File: src/rtl/burst_pkg.sv
package burst_pkg;

  localparam int BEAT_W = 6;

  typedef enum logic [2:0] {
    BT_SINGLE = 3'd0,
    BT_INCR4  = 3'd1,
    BT_INCR8  = 3'd2,
    BT_INCR16 = 3'd3,
    BT_INCR32 = 3'd4
  } burst_t;

  // Reserved codes collapse onto single beats.
  function automatic logic [2:0] legal_code(input logic [2:0] c);
    return (c > 3'd4) ? 3'd0 : c;
  endfunction

  function automatic logic [BEAT_W-1:0] beats_of(input burst_t t);
    logic [BEAT_W-1:0] b;
    if (t == BT_SINGLE) b = 6'd1;
    else                b = 6'd1 << (3'(t) + 3'd1);
    return b;
  endfunction

  function automatic logic [BEAT_W-1:0] pref_beats(input logic [2:0] c);
    return beats_of(burst_t'(legal_code(c)));
  endfunction

  // rem_cap holds the remaining words clamped to 32.
  function automatic burst_t ladder_pick(input logic [2:0] code,
                                         input logic [BEAT_W-1:0] rem_cap);
    logic [BEAT_W-1:0] p;
    burst_t t;
    p = pref_beats(code);
    if (rem_cap >= p)                          t = burst_t'(legal_code(code));
    else if (p > 6'd16 && rem_cap >= 6'd16)    t = BT_INCR16;
    else if (p > 6'd8  && rem_cap >= 6'd8)     t = BT_INCR8;
    else if (p > 6'd4  && rem_cap >= 6'd4)     t = BT_INCR4;
    else                                       t = BT_SINGLE;
    return t;
  endfunction

endpackage

File: src/rtl/bsch_cfg.sv
module bsch_cfg (
  input  logic       clk,
  input  logic       rst_n,
  input  logic       wr_en,
  input  logic [2:0] wr_data,
  input  logic       wp,
  output logic [2:0] field_q
);

  logic wr_accept;
  assign wr_accept = wr_en && !wp;

  always_ff @(posedge clk or negedge rst_n) begin
    if (!rst_n)         field_q <= 3'd0;
    else if (wr_accept) field_q <= wr_data;
  end

  // a protected cycle never changes the field
  p_wp_blocks_r7: assert property (@(posedge clk) disable iff (!rst_n)
    wp |=> $stable(field_q));

endmodule

File: src/rtl/bsch_pick.sv
module bsch_pick #(
  parameter int CNT_W  = 12,
  parameter int FREE_W = 7
) (
  input  logic [2:0]                 code,
  input  logic [CNT_W-1:0]           rem,
  input  logic [FREE_W-1:0]          fifo_free,
  output logic [burst_pkg::BEAT_W-1:0] thresh,
  output logic                       room_ok,
  output burst_pkg::burst_t          pick_type,
  output logic [burst_pkg::BEAT_W-1:0] pick_beats
);
  import burst_pkg::*;

  logic [BEAT_W-1:0] rem_cap;

  always_comb begin
    rem_cap    = (int'(rem) >= 32) ? 6'd32 : rem[BEAT_W-1:0];
    thresh     = pref_beats(code);
    room_ok    = int'(fifo_free) >= int'(thresh);
    pick_type  = ladder_pick(code, rem_cap);
    pick_beats = beats_of(pick_type);
  end

endmodule

File: src/rtl/bsch_track.sv
module bsch_track #(
  parameter int CNT_W      = 12,
  parameter int ADDR_W     = 32,
  parameter int FREE_W     = 7,
  parameter int WORD_BYTES = 4
) (
  input  logic                         clk,
  input  logic                         rst_n,
  input  logic                         xfer_start,
  input  logic [CNT_W-1:0]             xfer_words,
  input  logic [ADDR_W-1:0]            xfer_addr,
  input  logic [2:0]                   cfg_field,
  input  logic [FREE_W-1:0]            fifo_free,
  input  logic [burst_pkg::BEAT_W-1:0] thresh,
  input  logic                         room_ok,
  input  burst_pkg::burst_t            pick_type,
  input  logic [burst_pkg::BEAT_W-1:0] pick_beats,
  input  logic                         bus_done,
  output logic [2:0]                   active_code,
  output logic [CNT_W-1:0]             rem_q,
  output logic                         req_valid,
  output logic [burst_pkg::BEAT_W-1:0] req_beats,
  output logic [2:0]                   req_type,
  output logic [ADDR_W-1:0]            req_addr,
  output logic                         xfer_busy
);
  import burst_pkg::*;

  logic [ADDR_W-1:0] addr_q;
  logic              load_ev;
  logic              done_ev;
  logic              issue_ev;

  assign xfer_busy = req_valid || (rem_q != '0);
  assign load_ev   = !xfer_busy && xfer_start && (xfer_words != '0);
  assign done_ev   = req_valid && bus_done;
  assign issue_ev  = !req_valid && (rem_q != '0) && room_ok;
  assign req_addr  = addr_q;

  always_ff @(posedge clk or negedge rst_n) begin
    if (!rst_n) begin
      rem_q       <= '0;
      addr_q      <= '0;
      active_code <= 3'd0;
      req_valid   <= 1'b0;
      req_beats   <= '0;
      req_type    <= 3'd0;
    end else if (load_ev) begin
      rem_q       <= xfer_words;
      addr_q      <= xfer_addr;
      active_code <= legal_code(cfg_field);
    end else if (done_ev) begin
      req_valid <= 1'b0;
      rem_q     <= rem_q - CNT_W'(req_beats);
      addr_q    <= addr_q + ADDR_W'(req_beats) * ADDR_W'(WORD_BYTES);
    end else if (issue_ev) begin
      req_valid <= 1'b1;
      req_beats <= pick_beats;
      req_type  <= 3'(pick_type);
    end
  end

  // a request only rises after the FIFO had room for the preferred size
  p_fifo_gate_r3: assert property (@(posedge clk) disable iff (!rst_n)
    $rose(req_valid) |-> int'($past(fifo_free)) >= int'($past(thresh)));

  // request fields are held until the bus engine completes
  p_req_hold_r8: assert property (@(posedge clk) disable iff (!rst_n)
    (req_valid && !bus_done) |=> (req_valid && $stable(req_beats)
                                  && $stable(req_type) && $stable(req_addr)));

  // completion drops the request for at least one cycle
  p_done_drop_r8: assert property (@(posedge clk) disable iff (!rst_n)
    (req_valid && bus_done) |=> !req_valid);

  // every burst is a power-of-two beat count within the transfer
  p_beats_legal_r1: assert property (@(posedge clk) disable iff (!rst_n)
    req_valid |-> ($countones(req_beats) == 1) && (int'(req_beats) <= int'(rem_q)));

  // short tails are single beats
  p_tail_single_r6: assert property (@(posedge clk) disable iff (!rst_n)
    (req_valid && int'(rem_q) < 4) |-> req_beats == 6'd1);

  // the captured code is never a reserved value
  p_code_legal_r2: assert property (@(posedge clk) disable iff (!rst_n)
    active_code <= 3'd4);

  // the captured code cannot move while a transfer runs
  p_code_hold_r10: assert property (@(posedge clk) disable iff (!rst_n)
    xfer_busy |=> $stable(active_code));

endmodule

File: src/rtl/burst_sched.sv
module burst_sched #(
  parameter int CNT_W      = 12,
  parameter int ADDR_W     = 32,
  parameter int FREE_W     = 7,
  parameter int WORD_BYTES = 4
) (
  input  logic              clk,
  input  logic              rst_n,
  input  logic              cfg_wr_en,
  input  logic [2:0]        cfg_wr_data,
  input  logic              cfg_wp,
  input  logic              xfer_start,
  input  logic [CNT_W-1:0]  xfer_words,
  input  logic [ADDR_W-1:0] xfer_addr,
  input  logic [FREE_W-1:0] fifo_free,
  input  logic              bus_done,
  output logic              req_valid,
  output logic [5:0]        req_beats,
  output logic [2:0]        req_type,
  output logic [ADDR_W-1:0] req_addr,
  output logic              xfer_busy
);
  import burst_pkg::*;

  logic [2:0]        cfg_field;
  logic [2:0]        active_code;
  logic [CNT_W-1:0]  rem_q;
  logic [BEAT_W-1:0] thresh;
  logic              room_ok;
  burst_t            pick_type;
  logic [BEAT_W-1:0] pick_beats;

  bsch_cfg u_cfg (
    .clk     (clk),
    .rst_n   (rst_n),
    .wr_en   (cfg_wr_en),
    .wr_data (cfg_wr_data),
    .wp      (cfg_wp),
    .field_q (cfg_field)
  );

  bsch_pick #(.CNT_W(CNT_W), .FREE_W(FREE_W)) u_pick (
    .code       (active_code),
    .rem        (rem_q),
    .fifo_free  (fifo_free),
    .thresh     (thresh),
    .room_ok    (room_ok),
    .pick_type  (pick_type),
    .pick_beats (pick_beats)
  );

  bsch_track #(.CNT_W(CNT_W), .ADDR_W(ADDR_W), .FREE_W(FREE_W),
               .WORD_BYTES(WORD_BYTES)) u_track (
    .clk         (clk),
    .rst_n       (rst_n),
    .xfer_start  (xfer_start),
    .xfer_words  (xfer_words),
    .xfer_addr   (xfer_addr),
    .cfg_field   (cfg_field),
    .fifo_free   (fifo_free),
    .thresh      (thresh),
    .room_ok     (room_ok),
    .pick_type   (pick_type),
    .pick_beats  (pick_beats),
    .bus_done    (bus_done),
    .active_code (active_code),
    .rem_q       (rem_q),
    .req_valid   (req_valid),
    .req_beats   (req_beats),
    .req_type    (req_type),
    .req_addr    (req_addr),
    .xfer_busy   (xfer_busy)
  );

endmodule

File: config.mk
export PLATFORM = sky130hd
export DESIGN_NAME = burst_sched
export DESIGN_NICKNAME = d
export VERILOG_FILES = /design/src/rtl/burst_pkg.sv /design/src/rtl/bsch_cfg.sv /design/src/rtl/bsch_pick.sv /design/src/rtl/bsch_track.sv /design/src/rtl/burst_sched.sv
export SDC_FILE = /design/constraint.sdc
export NUM_CORES = 1
export LEC_CHECK = 0
export BUFFER_PORTS_ARGS = -buffer_cell sky130_fd_sc_hd__buf_2
export CORE_MARGIN = 3
export CORE_UTILIZATION = 30
export CTS_CLUSTER_SIZE = 28
export DETAILED_ROUTE_END_ITERATION = 7
export PLACE_DENSITY_LB_ADDON = 0.08
export SKIP_CTS_REPAIR_TIMING = 1
export SLEW_MARGIN = 20
export SYNTH_ARGS = -nofsm -noshare
export SYNTH_HDL_FRONTEND = slang
export SYNTH_HIERARCHICAL = 1
export SYNTH_SLANG_ARGS = --single-unit
File: constraint.sdc
create_clock -name clk -period 4.1 [get_ports clk]
set_clock_uncertainty 0.2 [all_clocks]
set_input_delay 0.82 -clock clk [delete_from_list [all_inputs] [get_ports clk]]
set_output_delay 0.82 -clock clk [all_outputs]
set_load 0.02 [all_outputs]
==> results of run 1 <==
tightest hold or removal path: stages, from the launching register on:
cell and delay, ns:
dfrtp_1 0.34, nand2_1 0.05, nand2_1 0.05
flip-flops by register name, summed over array words and instances (netlist names):
| register | flops |
|---|---|
| u_cfg/field_q | 3 |
| u_track/active_code | 3 |
| u_track/rem_q | 12 |
| u_track/req_addr | 32 |
| u_track/req_beats | 6 |
| u_track/req_type | 3 |
| u_track/req_valid | 1 |
per-layer routing:
layer | part of all wire, % | wire length, microns | vias to the layer above
met5 | 0.079 | 10 | -
met4 | 1.0 | 128 | 2
met3 | 4.5 | 573 | 10
met2 | 47 | 5968 | 105
met1 | 48 | 6054 | 1912
li1 | - | - | 1917
metrics by stage:
| step | worst slack, ns | TNS, ns | total power [mW] | hold WS [ns] |
|---|---|---|---|---|
| final | 0.2304 | 0 | 3.524 | 0.2700 |
| after floorplan | 0.3931 | 0 | 2.234 | 0.2400 |
| after global placement | 0.2249 | 0 | 2.740 | 0.2532 |
| after detailed placement | 0.1041 | 0 | 2.768 | 0.2668 |
| after CTS | 0.08538 | 0 | 3.502 | 0.2785 |
| after global routing | -0.005211 | -0.005211 | 3.811 | 0.3073 |
final timing paths:
| path | from | endpoint | slack (ns) |
|---|---|---|---|
| worst max-delay path | u_track/active_code[0] | u_track/req_beats[3] | 0.23 |
| worst min-delay path | u_track/req_addr[0] | u_track/req_addr[0] | 0.27 |
| worst max register to register | u_track/active_code[0] | u_track/req_beats[3] | 0.23 |
| worst min register to register | u_track/req_addr[0] | u_track/req_addr[0] | 0.27 |
| max in group asynchronous | rst_n | u_track/rem_q[8] | 2.50 |
| min in group asynchronous | rst_n | u_track/req_type[1] | 0.45 |
power by group through the flow:
stage          sequential [mW]  clock, mW  combinational [mW]
2_1_floorplan             1.21          0                1.03
6_report                  1.09      0.703                1.73
3_3_place_gp              1.10          0                1.64
4_1_cts                   1.10      0.726                1.68
5_1_grt                   1.14      0.749                1.92
3_5_place_dp              1.11          0                1.66
cell type report:
class	instances	area (sq um)
well taps	176	220.2
flip-flops and latches	60	1504
repair buffers	115	608.1
multi-input cells	362	2547
clock buffers	13	260.3
clock inverters	2	10.01
fillers	1436	8204
inverters	26	98.84
==> flow_summary.toml, run 1 <==
[sta]
tightest_slew_ns = 0.9602
fin_crit_sh_pct = 94.38
relSlewSlack_pct = 35.75
finalMaxSlewViolations = 0
hold_viol = 0
max_freq_mhz = 258.4
setup_viol = 0
finalCriticalPeriod_ns = 3.870

[global_route]
gr-usage-met2_pct = 26.02
grt_pass1_vias = 3875
grt_max_degree = 52
grtUsageMet3_pct = 3.516
top_usage_layer = "met2"
grt.overflow.total = 0
met1_usage_pct = 22.14
track_usage_pct = 16.33
grt_pass1_wl_microns = 20550
antenna_found_initial = 1

[critical_path]
cp_max_fo = 8
crit_buf_inv = 2
worstPathRequired_ns = 4.11
crit_family = "simple AND/OR/NAND/NOR gates"
arrival_ns = 3.88
start_kind = "flip-flop"
cp.depth = 16
slowest_stage = "dfrtp_2"
max_stage_delay_ns = 0.44
critical_path_class = "reg2reg"
crit_chain = "nor2_4 -> nand2_1 -> inv_1 -> ha_2 -> or3_1 -> ha_1 -> o21a_1 -> nor2_2 -> o31ai_4 -> mux2_4 -> nor3_4 -> ha_1 -> buf_4 -> o211a_1 -> nand2_1 -> o21ai_0"
cp-end-kind = "flip-flop"
reg2regPathDepth = 16

[floorplanning]
coreArea_sq_um = 13450
die-width_microns = 124.3
die_h_microns = 124.3
initial_utilization_pct = 31.23
rows = 42
ios = 103
die-area_sq_um = 15460

[cts]
clkSinkCount = 60
cts_buffers = 9
h-tree-depth = 3
cts_buffer_depth = 2
clkLatencyLatePin_ns = 0.33
cts-root-buf = "clkbuf_16"
cts_tree = "built"
clkTransAtPathRegs_ns = 0.05

[detailed_routing]
post-route-drc-count = 0
dr.pass1.iters = 4
drtAntennaViolNets = 0
vias_per_cell = 5.233
routedWlPerCell_microns = 16.89
wl_microns = 12740
drt_iter0_drc = 189
dr_total_vias = 3946

[cells_and_area]
finalNonFillerCells = 754
layout_commonest_cell = "buf_2"
fin_area_sq_um = 5249
finalNetCount = 664
utilization_pct = 39.02
drive_above_1_share_pct = 28.20
n_antenna_cell = 0
final_cell_mix = "buf_2 (102), nand2_1 (72), dfrtp_1 (58)"
syn2layout_area_growth_pct = 24.93

[placement]
portBuffers = 102
dp_hpwl_microns = 9391
placed_cell_area_sq_um = 4903
place_congestion = 0.8350
dp_cells = 734

[min_path]
hp-class = "reg2reg"
whs_path_depth = 2

[power_and_ir_drop]
p_per_area_nw_per_um2 = 671.3
leakage_nw = 2.483
vdd_drop_max_mv = 0.2085
intPower_mw = 1.982
p_sw_share_pct = 43.75
pwr-share-seq_pct = 31.0
pwr-share-comb_pct = 49.0
switching_power_mw = 1.542
clkPwrFrac_pct = 20.0

[synth]
postSynthCellCount = 467
syn_area_sq_um = 4202
synth.avg_cell_area_sq_um = 8.997
synth_warnings = 6
syn-num-nets = 557

[outcome]
status = "complete, no violations"

[run]
cap_violations = 0
(Power assumes the default switching activity.)
==> run 2, diff against run 1 <==
CORE_UTILIZATION = 54   (was 30)
==> run 2 against run 1 <==
  * Worst hold slack worse by 0.00057 ns
  * Power decreased by 3.3%
  * Sequential share of layout area up 0.85 points
  * Clock power decreased by 13%
  * Critical path type unchanged
  * Critical endpoint is now u_track/req_beats[2]
  * Highest routed layer is now met4
==> flow_summary.toml, run 2 (synthesis gave the netlist of run 1 again) <==
[critical_path]
cpMostUsedCell = "nor2_1"
arrival_ns = 3.84
cp-end-kind = "flip-flop"
crit_chain = "nand2b_1 -> nor2_1 -> ha_2 -> or3_1 -> ha_1 -> o21a_1 -> nor2_1 -> o31ai_4 -> mux2_4 -> nor3_4 -> ha_4 -> inv_1 -> nor4_2 -> nand2_1 -> o21ai_0"
max_stage_delay_ns = 0.47
slowest_stage = "dfrtp_2"
worstPathRequired_ns = 4.16
start_kind = "flip-flop"
cp_max_fo = 12
critical_path_class = "reg2reg"

[global_route]
grt_pass1_vias = 3779
antenna_found_initial = 0
grt.overflow.total = 0
grt_max_degree = 61
track_usage_pct = 25.88
grt_pass1_wl_microns = 18030

[cells_and_area]
final_cell_mix = "buf_2 (102), nand2_1 (72), dfrtp_1 (57)"
finalNonFillerCells = 675
n_antenna_cell = 0
finalNetCount = 662
layout_commonest_cell = "buf_2"
syn2layout_area_growth_pct = 21.41
drive_above_1_share_pct = 28.30
largest_reg_flops = 32

[sta]
fin_crit_sh_pct = 92.09
setup_viol = 0
finalCriticalPeriod_ns = 3.776
tns_ns = 0
hold_viol = 0
tightest_slew_ns = 0.8947
rsz0062_at_grt = "false"
max_freq_mhz = 264.8
relSlewSlack_pct = 40.14
finalMaxSlewViolations = 0

[power_and_ir_drop]
p_per_area_nw_per_um2 = 667.7
leakage_nw = 2.444
vdd_drop_max_mv = 0.3334

[run]
cap_violations = 0

[detailed_routing]
drtAntennaViolNets = 0
wl_met3_microns = 629
routedWlPerCell_microns = 16.51
drt_iter0_drc = 233
top_layer_used = "met4"
dr.pass1.iters = 5
wl_microns = 11140
vias_per_cell = 5.852
post-route-drc-count = 0
route.met2.wl_microns = 5447
dr_total_vias = 3950
wl_met1_microns = 4953

[floorplanning]
rows = 31
initial_utilization_pct = 56.71
die-width_microns = 94.21
die-area_sq_um = 8875
ios = 103
coreArea_sq_um = 7408
die_h_microns = 94.21

[cts]
clkTransAtPathRegs_ns = 0.07
h-tree-depth = 3
cts_buffer_depth = 2
clkSinkCount = 60
cts_buffers = 9
cts_tree = "built"
clkLatencyLatePin_ns = 0.34
cts-root-buf = "clkbuf_8"

[placement]
dp_cells = 655
dp_hpwl_microns = 8089
portBuffers = 102
place_congestion = 0.8456

[min_path]
hp-class = "reg2reg"

[outcome]
status = "complete, no violations"
==> run 2: power breakdown <==
part           internal (mW)  switching, mW  total, mW
logic                  0.723          0.979       1.70
clock network          0.371          0.244      0.615
registers              0.810          0.279       1.09
total                   1.90           1.50       3.41
==> run 2: critical path, delay by kind of cell (launching register included) <==
family          cells  cell delay, ns
fa+ha+maj           3            0.80
simple gates        7            1.30
compound gates      3            0.52
mux                 1            0.37
buf+inv             1            0.05
flops               1            0.47
==> run 2: final timing paths <==
| check | start | endpoint | slack, ns | depth (start not counted) |
|---|---|---|---|---|
| setup / recovery | u_track/active_code[2] | u_track/req_beats[2] | 0.32 | 15 |
| min in group asynchronous | rst_n | u_track/active_code[1] | 0.44 | 2 |
| setup reg to reg | u_track/active_code[2] | u_track/req_beats[2] | 0.32 | 15 |
| hold / removal | u_track/req_addr[0] | u_track/req_addr[0] | 0.27 | 2 |
| max in group asynchronous | rst_n | u_track/active_code[2] | 2.72 | 2 |
| hold reg to reg | u_track/req_addr[0] | u_track/req_addr[0] | 0.27 | 2 |
==> run 2: routing by layer <==
metal  GRT usage (%)  vias up
met1           33.83     1901
li1                -     1904
met4           7.220        0
met5               0        -
met3           5.529       10
met2           43.20      135
==> run 2: through the flow <==
step | power [mW] | hold WS (ns) | worst slack [ns] | util [%] | cell area, sq um
after floorplan | 2.234 | 0.2400 | 0.3931 | - | 4202
after global placement | 2.658 | 0.2461 | 0.2402 | 64.60 | 4786
after detailed placement | 2.713 | 0.2627 | 0.06767 | 64.60 | 4786
after CTS | 3.340 | 0.2788 | 0.05356 | 67.62 | 5010
after global routing | 3.669 | 0.3097 | 0.04544 | 68.86 | 5101
final | 3.406 | 0.2694 | 0.3242 | 68.86 | 5101
==> run 2: cell type report <==
type                       count  area (sq um)
fill                         646          2307
inverter                      26         98.84
sequential                    60          1505
clock inverter                 4         72.57
timing repair buffer         113         590.6
clock buffer                  11         151.4
tap                           99         123.9
multi-input combinational    362          2559
==> run 3, diff against run 2 <==
CORE_MARGIN = not set   (was 3)
CORE_UTILIZATION = 49   (was 54)
clock period = 3.1 ns   (was 4.1 ns; I/O delays follow)
==> run 3 against run 2 <==
  * Non-clock buffer count increased by 53
  * The run now ends with setup timing left
  * Via count increased by 5.2%
  * Sequential power increased by 27%
  * Final cell count increased by 8.9%
  * Clock power increased by 15%
  * Utilization decreased by 0.11 points
  * Sequential cell count unchanged
  * Fmax increased by 12%
  * Register-to-register slack got worse by 0.60 ns
  * First-iteration DRC count decreased by 36%
  * Power increased by 46%
  * Largest power group unchanged
  * Global-route usage increased by 1.1 points
==> flow_summary.toml, run 3 (synthesis gave the netlist of run 1 again) <==
[outcome]
status = "complete, but fails checks"
violations = "setup timing"

[global_route]
antenna_found_initial = 0
grt.overflow.total = 0
grt_pass1_vias = 4057
track_usage_pct = 27.01
grt_max_degree = 36
grt_pass1_wl_microns = 18690

[critical_path]
cpMostUsedCell = "ha_4"
crit_chain = "nor2_4 -> nand2_2 -> inv_2 -> ha_4 -> or3_4 -> ha_4 -> o21a_1 -> nor2_2 -> o31ai_4 -> mux2_4 -> nor3_4 -> ha_4 -> inv_2 -> nor4_4 -> nand2_1 -> o21ai_1"
crit_family = "simple AND/OR/NAND/NOR gates"
worstPathRequired_ns = 3.12
max_stage_delay_ns = 0.44
cp_max_fo = 6
start_kind = "flip-flop"
cp-end-kind = "flip-flop"
crit_buf_inv = 2
arrival_ns = 3.40
critical_path_class = "reg2reg"
slowest_stage = "dfrtp_2"

[cells_and_area]
final_cell_mix = "buf_2 (102), nand2_1 (69), buf_4 (59)"
layout_commonest_cell = "buf_2"
largest_reg_flops = 32
finalNetCount = 715
fillerInstances = 723
syn2layout_area_growth_pct = 35.11
fin_area_sq_um = 5677
n_antenna_cell = 0
drive_above_1_share_pct = 37.62
regArea_sq_um = 1504
multiInputGateArea_sq_um = 2705

[detailed_routing]
dr_total_vias = 4154
routedWlPerCell_microns = 16.01
drtAntennaViolNets = 0
drt_iter0_drc = 149
post-route-drc-count = 0
wl_microns = 11770
vias_per_cell = 5.652
route.met2.wl_microns = 5863
wl_met3_microns = 521
wl_met1_microns = 5213
top_layer_used = "met4"
dr.pass1.iters = 5

[placement]
dp_hpwl_microns = 8818
place_congestion = 0.8784
post-place-ws_ns = -0.3924
portBuffers = 102
placed_cell_area_sq_um = 5278

[floorplanning]
die-area_sq_um = 8949
die_h_microns = 94.60
die-width_microns = 94.60
rows = 33
ios = 103
initial_utilization_pct = 50.88
coreArea_sq_um = 8258

[sta]
max_freq_mhz = 296.1
fin_crit_sh_pct = 108.9
tns_ns = -2.077
setup_viol = 10
finalCriticalPeriod_ns = 3.377
relSlewSlack_pct = 50.92
finalMaxSlewViolations = 0
fin_ws_ns = -0.2769
tightest_slew_ns = 0.7354
rsz0062_at_grt = "true"
holdWs_ns = 0.1204
hold_viol = 0

[min_path]
hp-class = "in2async"

[cts]
cts_buffer_depth = 2
clkTransAtPathRegs_ns = 0.07
cts_buffers = 9
cts_tree = "built"
clkSinkCount = 60
clkLatencyLatePin_ns = 0.33
h-tree-depth = 3
cts-root-buf = "clkbuf_8"

[power_and_ir_drop]
vdd_drop_max_mv = 0.3490
p_per_area_nw_per_um2 = 876.1
leakage_nw = 2.733
total_power_mw = 4.974

[run]
cap_violations = 0
## run 3: changes by cell type in the layout (fill, tap and decap cells not counted), sizes merged
| cell | before | now |
|---|---|---|
| clkinvlp | 1 | 2 |
| clkbuf | 12 | 11 |
| bufinv | 2 | 1 |
| clkinv | 2 | 4 |
| buf | 112 | 165 |
## run 3: layout make-up
type                            count  share of cell area (%)
Clock buffer                       10                   2.425
Clock inverter                      6                   1.124
Inverter                           26                   1.741
Multi-Input combinational cell    362                   47.65
Sequential cell                    60                   26.49
Tap cell                          105                   2.314
Timing Repair Buffer              166                   18.25
## run 3: power breakdown
part	total (mW)	switching [mW]	internal (mW)	leakage [nW]
sequential	1.38	0.314	1.07	0.766
clock	0.710	0.318	0.391	0.0983
combinational	2.88	1.52	1.36	1.87
## run 3: path summary, 6_finish.rpt
check | slack, ns | depth (start not counted) | startpoint | end
hold reg to reg | 0.27 | 2 | u_track/req_addr[0] | u_track/req_addr[0]
setup / recovery | -0.28 | 16 | u_track/active_code[1] | u_track/req_beats[2]
min in group clk | 0.27 | 2 | u_track/req_addr[0] | u_track/req_addr[0]
setup reg to reg | -0.28 | 16 | u_track/active_code[1] | u_track/req_beats[2]
hold / removal | 0.12 | 1 | rst_n | u_track/req_type[1]
max in group asynchronous | 1.95 | 2 | rst_n | u_track/active_code[0]
## run 3: metal layers
layer,global-route usage (%),vias to the layer above
li1,-,2018
met1,33.47,1988
met2,46.76,134
met4,9.217,0
met3,5.233,14
met5,0,-
## run 3: through the flow
step	util [%]	instances
after global placement	63.91	711
after floorplan	-	467
after global routing	68.74	735
after CTS	66.35	727
final	68.74	735
after detailed placement	63.91	711
